### src/rtl/fsk_demod_pkg.sv
package fsk_demod_pkg;

    localparam int REF_W   = 8;
    localparam int LUT_A_W = 4;

    typedef logic signed [REF_W-1:0] ref_t;

    // One full sine period in 16 steps, amplitude 127.
    function automatic ref_t sine_ref(input logic [LUT_A_W-1:0] idx);
        ref_t v;
        case (idx)
            4'd0:  v = 8'sd0;
            4'd1:  v = 8'sd49;
            4'd2:  v = 8'sd90;
            4'd3:  v = 8'sd117;
            4'd4:  v = 8'sd127;
            4'd5:  v = 8'sd117;
            4'd6:  v = 8'sd90;
            4'd7:  v = 8'sd49;
            4'd8:  v = 8'sd0;
            4'd9:  v = -8'sd49;
            4'd10: v = -8'sd90;
            4'd11: v = -8'sd117;
            4'd12: v = -8'sd127;
            4'd13: v = -8'sd117;
            4'd14: v = -8'sd90;
            default: v = -8'sd49;
        endcase
        return v;
    endfunction

    // Path order inside the block: mark I, mark Q, space I, space Q.
    localparam int NUM_PATHS = 4;

endpackage

### src/rtl/fsk_nco.sv
module fsk_nco
    import fsk_demod_pkg::*;
#(
    parameter int PHASE_W = 16
) (
    input  logic               clk,
    input  logic               rst,
    input  logic               adv,
    input  logic [PHASE_W-1:0] inc,
    output ref_t               cos_o,
    output ref_t               sin_o,
    output logic [PHASE_W-1:0] phase_o
);

    typedef struct packed {
        logic [PHASE_W-1:0] phase;
    } nco_st_t;

    nco_st_t st_d, st_q;
    logic [LUT_A_W-1:0] idx;

    always_comb begin
        st_d = st_q;
        if (adv) begin
            st_d.phase = st_q.phase + inc;
        end
        idx   = st_q.phase[PHASE_W-1 -: LUT_A_W];
        sin_o = sine_ref(idx);
        cos_o = sine_ref(idx + LUT_A_W'(4));
    end

    always_ff @(posedge clk) begin
        if (rst) begin
            st_q <= '0;
        end else begin
            st_q <= st_d;
        end
    end

    assign phase_o = st_q.phase;

endmodule

### src/rtl/fsk_mix_lpf.sv
module fsk_mix_lpf
    import fsk_demod_pkg::*;
#(
    parameter int SAMPLE_W = 12,
    parameter int FILT_K   = 2,
    localparam int PROD_W  = SAMPLE_W + REF_W
) (
    input  logic                       clk,
    input  logic                       rst,
    input  logic                       en,
    input  logic signed [SAMPLE_W-1:0] sample_i,
    input  ref_t                       ref_i,
    output logic [PROD_W-1:0]          rect_o
);

    typedef struct packed {
        logic signed [PROD_W-1:0] y;
    } lpf_st_t;

    lpf_st_t st_d, st_q;

    logic signed [PROD_W-1:0] sx, rx, prod;
    logic signed [PROD_W:0]   diff, step;

    always_comb begin
        sx   = PROD_W'(sample_i);
        rx   = PROD_W'(ref_i);
        prod = sx * rx;
        diff = {prod[PROD_W-1], prod} - {st_q.y[PROD_W-1], st_q.y};
        step = diff >>> FILT_K;
        st_d = st_q;
        if (en) begin
            st_d.y = st_q.y + step[PROD_W-1:0];
        end
        rect_o = st_d.y[PROD_W-1] ? PROD_W'(-st_d.y) : PROD_W'(st_d.y);
    end

    always_ff @(posedge clk) begin
        if (rst) begin
            st_q <= '0;
        end else begin
            st_q <= st_d;
        end
    end

endmodule

### src/rtl/fsk_quad_demod.sv
module fsk_quad_demod
    import fsk_demod_pkg::*;
#(
    parameter int SAMPLE_W = 12,
    parameter int PHASE_W  = 16,
    parameter int FILT_K   = 2,
    parameter int ACC_W    = 24
) (
    input  logic                       clk,
    input  logic                       rst,
    input  logic                       sample_valid,
    input  logic signed [SAMPLE_W-1:0] sample_in,
    input  logic [PHASE_W-1:0]         mark_inc,
    input  logic [PHASE_W-1:0]         space_inc,
    input  logic                       chip_strobe,
    output logic                       bit_out,
    output logic                       bit_valid,
    output logic [ACC_W-1:0]           mark_energy,
    output logic [ACC_W-1:0]           space_energy
);

    localparam int PROD_W = SAMPLE_W + REF_W;
    localparam int SUM_W  = PROD_W + 1;

    ref_t               ref_cos [2];
    ref_t               ref_sin [2];
    logic [PHASE_W-1:0] phase   [2];
    logic [PROD_W-1:0]  rect    [NUM_PATHS];

    logic [ACC_W-1:0]   acc_mark_w;
    logic [PHASE_W-1:0] mark_phase_w, space_phase_w;

    // Carrier 0 = mark, carrier 1 = space.
    for (genvar c = 0; c < 2; c++) begin : g_carrier
        fsk_nco #(.PHASE_W(PHASE_W)) u_nco (
            .clk     (clk),
            .rst     (rst),
            .adv     (sample_valid),
            .inc     ((c == 0) ? mark_inc : space_inc),
            .cos_o   (ref_cos[c]),
            .sin_o   (ref_sin[c]),
            .phase_o (phase[c])
        );
    end

    // Path p uses carrier p/2; even paths use cosine (I), odd paths use sine (Q).
    for (genvar p = 0; p < NUM_PATHS; p++) begin : g_path
        fsk_mix_lpf #(.SAMPLE_W(SAMPLE_W), .FILT_K(FILT_K)) u_path (
            .clk      (clk),
            .rst      (rst),
            .en       (sample_valid),
            .sample_i (sample_in),
            .ref_i    ((p % 2 == 0) ? ref_cos[p/2] : ref_sin[p/2]),
            .rect_o   (rect[p])
        );
    end

    typedef struct packed {
        logic [ACC_W-1:0] acc_m;
        logic [ACC_W-1:0] acc_s;
        logic             bit_r;
        logic             vld;
        logic [ACC_W-1:0] e_m;
        logic [ACC_W-1:0] e_s;
    } dec_st_t;

    dec_st_t st_d, st_q;
    logic [SUM_W-1:0] sum_m, sum_s;
    logic [ACC_W-1:0] add_m, add_s, base_m, base_s;

    function automatic logic [ACC_W-1:0] sat_add(input logic [ACC_W-1:0] a,
                                                 input logic [ACC_W-1:0] b);
        logic [ACC_W:0] s;
        s = {1'b0, a} + {1'b0, b};
        return s[ACC_W] ? '1 : s[ACC_W-1:0];
    endfunction

    always_comb begin
        sum_m  = {1'b0, rect[0]} + {1'b0, rect[1]};
        sum_s  = {1'b0, rect[2]} + {1'b0, rect[3]};
        add_m  = sample_valid ? ACC_W'(sum_m) : '0;
        add_s  = sample_valid ? ACC_W'(sum_s) : '0;
        base_m = chip_strobe ? '0 : st_q.acc_m;
        base_s = chip_strobe ? '0 : st_q.acc_s;

        st_d       = st_q;
        st_d.vld   = 1'b0;
        st_d.acc_m = sat_add(base_m, add_m);
        st_d.acc_s = sat_add(base_s, add_s);
        if (chip_strobe) begin
            st_d.vld   = 1'b1;
            st_d.e_m   = st_q.acc_m;
            st_d.e_s   = st_q.acc_s;
            st_d.bit_r = st_q.acc_m > st_q.acc_s;
        end
    end

    always_ff @(posedge clk) begin
        if (rst) begin
            st_q <= '0;
        end else begin
            st_q <= st_d;
        end
    end

    assign bit_out       = st_q.bit_r;
    assign bit_valid     = st_q.vld;
    assign mark_energy   = st_q.e_m;
    assign space_energy  = st_q.e_s;
    assign acc_mark_w    = st_q.acc_m;
    assign mark_phase_w  = phase[0];
    assign space_phase_w = phase[1];

endmodule

### config.mk
export PLATFORM = sky130hd
export DESIGN_NAME = fsk_quad_demod
export DESIGN_NICKNAME = d
export VERILOG_FILES = /design/src/rtl/fsk_demod_pkg.sv /design/src/rtl/fsk_nco.sv /design/src/rtl/fsk_mix_lpf.sv /design/src/rtl/fsk_quad_demod.sv
export SDC_FILE = /design/constraint.sdc
export NUM_CORES = 2
export LEC_CHECK = 0
export ABC_AREA = 1
export BUFFER_PORTS_ARGS = -buffer_cell sky130_fd_sc_hd__buf_2
export CORE_MARGIN = 1.5
export CORE_UTILIZATION = 60
export DETAILED_ROUTE_END_ITERATION = 10
export HOLD_SLACK_MARGIN = 0.12
export PLACE_DENSITY = 0.84
export SYNTH_ARGS = -nofsm -noshare
export SYNTH_HDL_FRONTEND = slang
export SYNTH_HIERARCHICAL = 1
export SYNTH_SLANG_ARGS = --single-unit
### constraint.sdc
create_clock -name clk -period 12.7 [get_ports clk]
set_input_delay 2.54 -clock clk [delete_from_list [all_inputs] [get_ports clk]]
set_output_delay 2.54 -clock clk [all_outputs]
set_load 0.02 [all_outputs]
==> impl_metrics.csv <==
group,metric,value,unit
timing,max_freq,83.37,MHz
global_routing,grt_max_degree,90,
logic_synthesis,synth_area_leaders,"fa_1 19%, nand2_1 16%, ha_1 12%",
logic_synthesis,synth_top_family_by_area,"adder cells",
final_layout,drive_above_1_share,0.07406,
clock_network,cts_made_buffers,30,
place,routabilityCongestion,0.9876,
critical_path,reg2reg_depth,54,
flow_run,maxCapViolCount,0,
clock_network,cts.sinks,226,
floorplanning,core,70150,µm²
critical_path,required,13200,ps
timing,finalSetupViolations,0,
critical_path,start_kind,"input port",
logic_synthesis,yosysSeqAreaShare,0.1063,
logic_synthesis,synth_nets,7407,
logic_synthesis,yosys_warnings,6,
critical_path,path_common_cell,"nand2_1",
timing,slew_headroom,0.2561,
logic_synthesis,synth_xor_area_frac,0.03703,
final_layout,nNetsFinal,7374,
final_layout,fill_cells,6390,
timing,finalWorstSetupSlack,705.3,ps
logic_synthesis,synth-main-ff-cell,"dfxtp_1",
drt,drt_iter0_markers,3643,
logic_synthesis,synth-adder-area-share,0.3137,
clock_network,insertion_delay,640,ps
global_routing,grtUsageTotal,0.3174,
drt,postRouteAntennaNets,0,
logic_synthesis,synthDistinctLibCells,59,
final_layout,final_area,44540,µm²
min_path,holdPathStages,2,
critical_path,r2r_setup_slack,1270,ps
critical_path,path_max_fanout,35,
global_routing,first_global_vias,38360,
global_routing,grt_pass1_wl,190.9,mm
floorplanning,ioPinCount,98,
timing,post-route-period-util,0.9445,
logic_synthesis,async_reset_ff_frac,0,
clock_network,root_buffer,"clkbuf_16",
drt,dr.pass1.iters,6,
timing,finalClockSkew,51.34,ps
clock_network,clkTransAtPathRegs,60,ps
drt,routed-via-count,40270,
min_path,hp-start,"acc_mark_w[6]",
place,placed_cell_area,43470,µm²
run_status,status,"complete, no violations",
critical_path,reg2reg_to,"acc_mark_w[12]",
logic_synthesis,muxShareOfSynthArea,0,
floorplanning,die_y,269.4,µm
min_path,min_to,"mark_energy[6]",
min_path,hp-class,"reg -> reg",
critical_path,crit_slowest_cell,"fa_1",
logic_synthesis,syn_inst,6533,
floorplanning,die_area,72560,µm²
logic_synthesis,avgSynthCellArea,6.516,µm²
logic_synthesis,yosys_register_bits,226,
final_layout,multi_input_area,31810,µm²
logic_synthesis,syn-cell-area,42570,µm²
timing,drv_slew,0,
clock_network,htreeDepth,1,
place,dpl.hpwl,94.95,mm
critical_path,setup.worst_path.start,"sample_in[0]",
timing,period_minus_slack,11990,ps
drt,wl_per_cell,15.51,µm
floorplanning,start_util,0.6068,
place,pre_cts_ws,175.7,ps
critical_path,endpoint_kind,"flop",
logic_synthesis,synth_simple_gate_area_frac,0.3093,
logic_synthesis,synth_enable_flop_cells,0,
timing,rsz0062_at_grt,"no",
logic_synthesis,yosysTopAreaCell,"fa_1",
timing,worst_slew_pin_slew,1108,ps
floorplanning,fp-row-count,97,
final_layout,diodes,0,
critical_path,cpPeakStageDelay,580,ps
drt,wl,115.7,mm
place,port-buffer-count,97,
timing,tns,0,ps
logic_synthesis,synth-compound-area-share,0.08709,
drt,post-route-drc-count,0,
final_layout,regArea,4524,µm²
global_routing,overflow,0,
critical_path,crit_arrival,12490,ps
critical_path,crit_type,"in -> reg",
critical_path,r2r_start,"g_carrier[0].u_nco/phase_o[12]",
final_layout,area_growth,4.620,%
logic_synthesis,synth_top_area_share,0.1890,
clock_network,cts_buffer_depth,3,
clock_network,postCtsSetupBuffers,0,
timing,hold_viol,0,
floorplanning,die_w,269.4,µm
global_routing,antenna_found_initial,0,
clock_network,cts_tree,"built",
drt,vias_per_cell,5.396,
-- synth_stat cells, types with 58 or more instances --
cell type,instances
nor2_1,561
xnor2_1,83
xor2_1,97
nand2_2,65
nand3_1,359
fa_1,402
inv_1,1302
nand2_1,1846
buf_4,58
dfxtp_1,226
nand4_1,85
clkbuf_1,103
ha_1,424
a21oi_1,302
o21ai_0,181
-- worst max path at each step --
stage                     end
3_5_place_dp         st_q[63]
5_1_grt              st_q[63]
4_1_cts              st_q[69]
2_1_floorplan        st_q[64]
6_report       acc_mark_w[12]
3_3_place_gp         st_q[52]
-- worst max-delay path, delay by kind of cell --
family | cells | cell delay [ps]
compound gates | 11 | 2110
simple gates | 24 | 2800
fa+ha+maj | 9 | 4060
buf+inv | 6 | 720
xor+xnor | 1 | 160
-- cells in the final DEF, fill, tap and decap left out, drive strengths merged, types with 9 or more instances in the layout --
cell type / n
or2: 31
clkinv: 16
ha: 424
a31oi: 25
clkbuf: 33
inv: 1338
dfxtp: 226
xnor2: 83
o21ai: 248
o21bai: 16
buf: 150
nand4: 92
nand3b: 27
nand3: 373
fa: 402
a21oi: 319
nand2: 1918
nor3: 39
o21a: 9
nor2: 598
xor2: 97
and2: 9
-- cell type report --
| type | count | share of cell area |
|---|---|---|
| Tap cell | 940 | 0.02641 |
| Multi-Input combinational cell | 4750 | 0.7143 |
| Timing Repair Buffer | 151 | 0.02096 |
| Sequential cell | 226 | 0.1016 |
| Clock inverter | 22 | 0.006349 |
| Inverter | 1341 | 0.1131 |
| Clock buffer | 32 | 0.01725 |
-- cells by family (layout without fill, tap and decap cells) --
| family | count (synthesis) | in the layout |
|---|---|---|
| adders and majority gates | 826 | 826 |
| and+or+nand+nor | 3098 | 3098 |
| DFF | 226 | 226 |
| buffers and inverters | 1557 | 1546 |
| xor gates and xnor gates | 180 | 180 |
| AOI/OAI and AO/OA | 646 | 646 |
-- through the flow --
step | util | hold slack, ps | std cells
2_1_floorplan | - | 452.6 | 6533
3_3_place_gp | 0.6197 | 475.6 | 7408
3_5_place_dp | 0.6197 | 475.8 | 7408
4_1_cts | 0.6347 | 496.7 | 7462
5_1_grt | 0.6349 | 525.1 | 7462
6_report | 0.6349 | 494.9 | 7462
-- timing repair --
action                     in CTS  in global routing
resized for setup               0                  4
setup endpoints to repair       0                 26
hold buffers                    0                  0
-- registers in the layout (all words and copies together), names as in the netlist --
name / count
g_path.u_path/st_q: 80
g_carrier.u_nco/phase_o: 32
acc_mark_w: 24
mark_energy: 24
space_energy: 24
st_q: 24
g_carrier.u_nco/sin_o: 16
bit_out: 1
bit_valid: 1
-- routing by layer --
| metal | wire (µm) | GRT usage | share of wire |
|---|---|---|---|
| met1 | 50860 | 0.4427 | 0.44 |
| met2 | 52130 | 0.5207 | 0.45 |
| met3 | 9819 | 0.04150 | 0.085 |
| met4 | 2895 | 0.07791 | 0.025 |
| met5 | 0 | 0 | 0 |
Power is left out: the tool's default activity adds up to more than one toggle a clock period on the data nets, which glitch-free logic cannot reach.
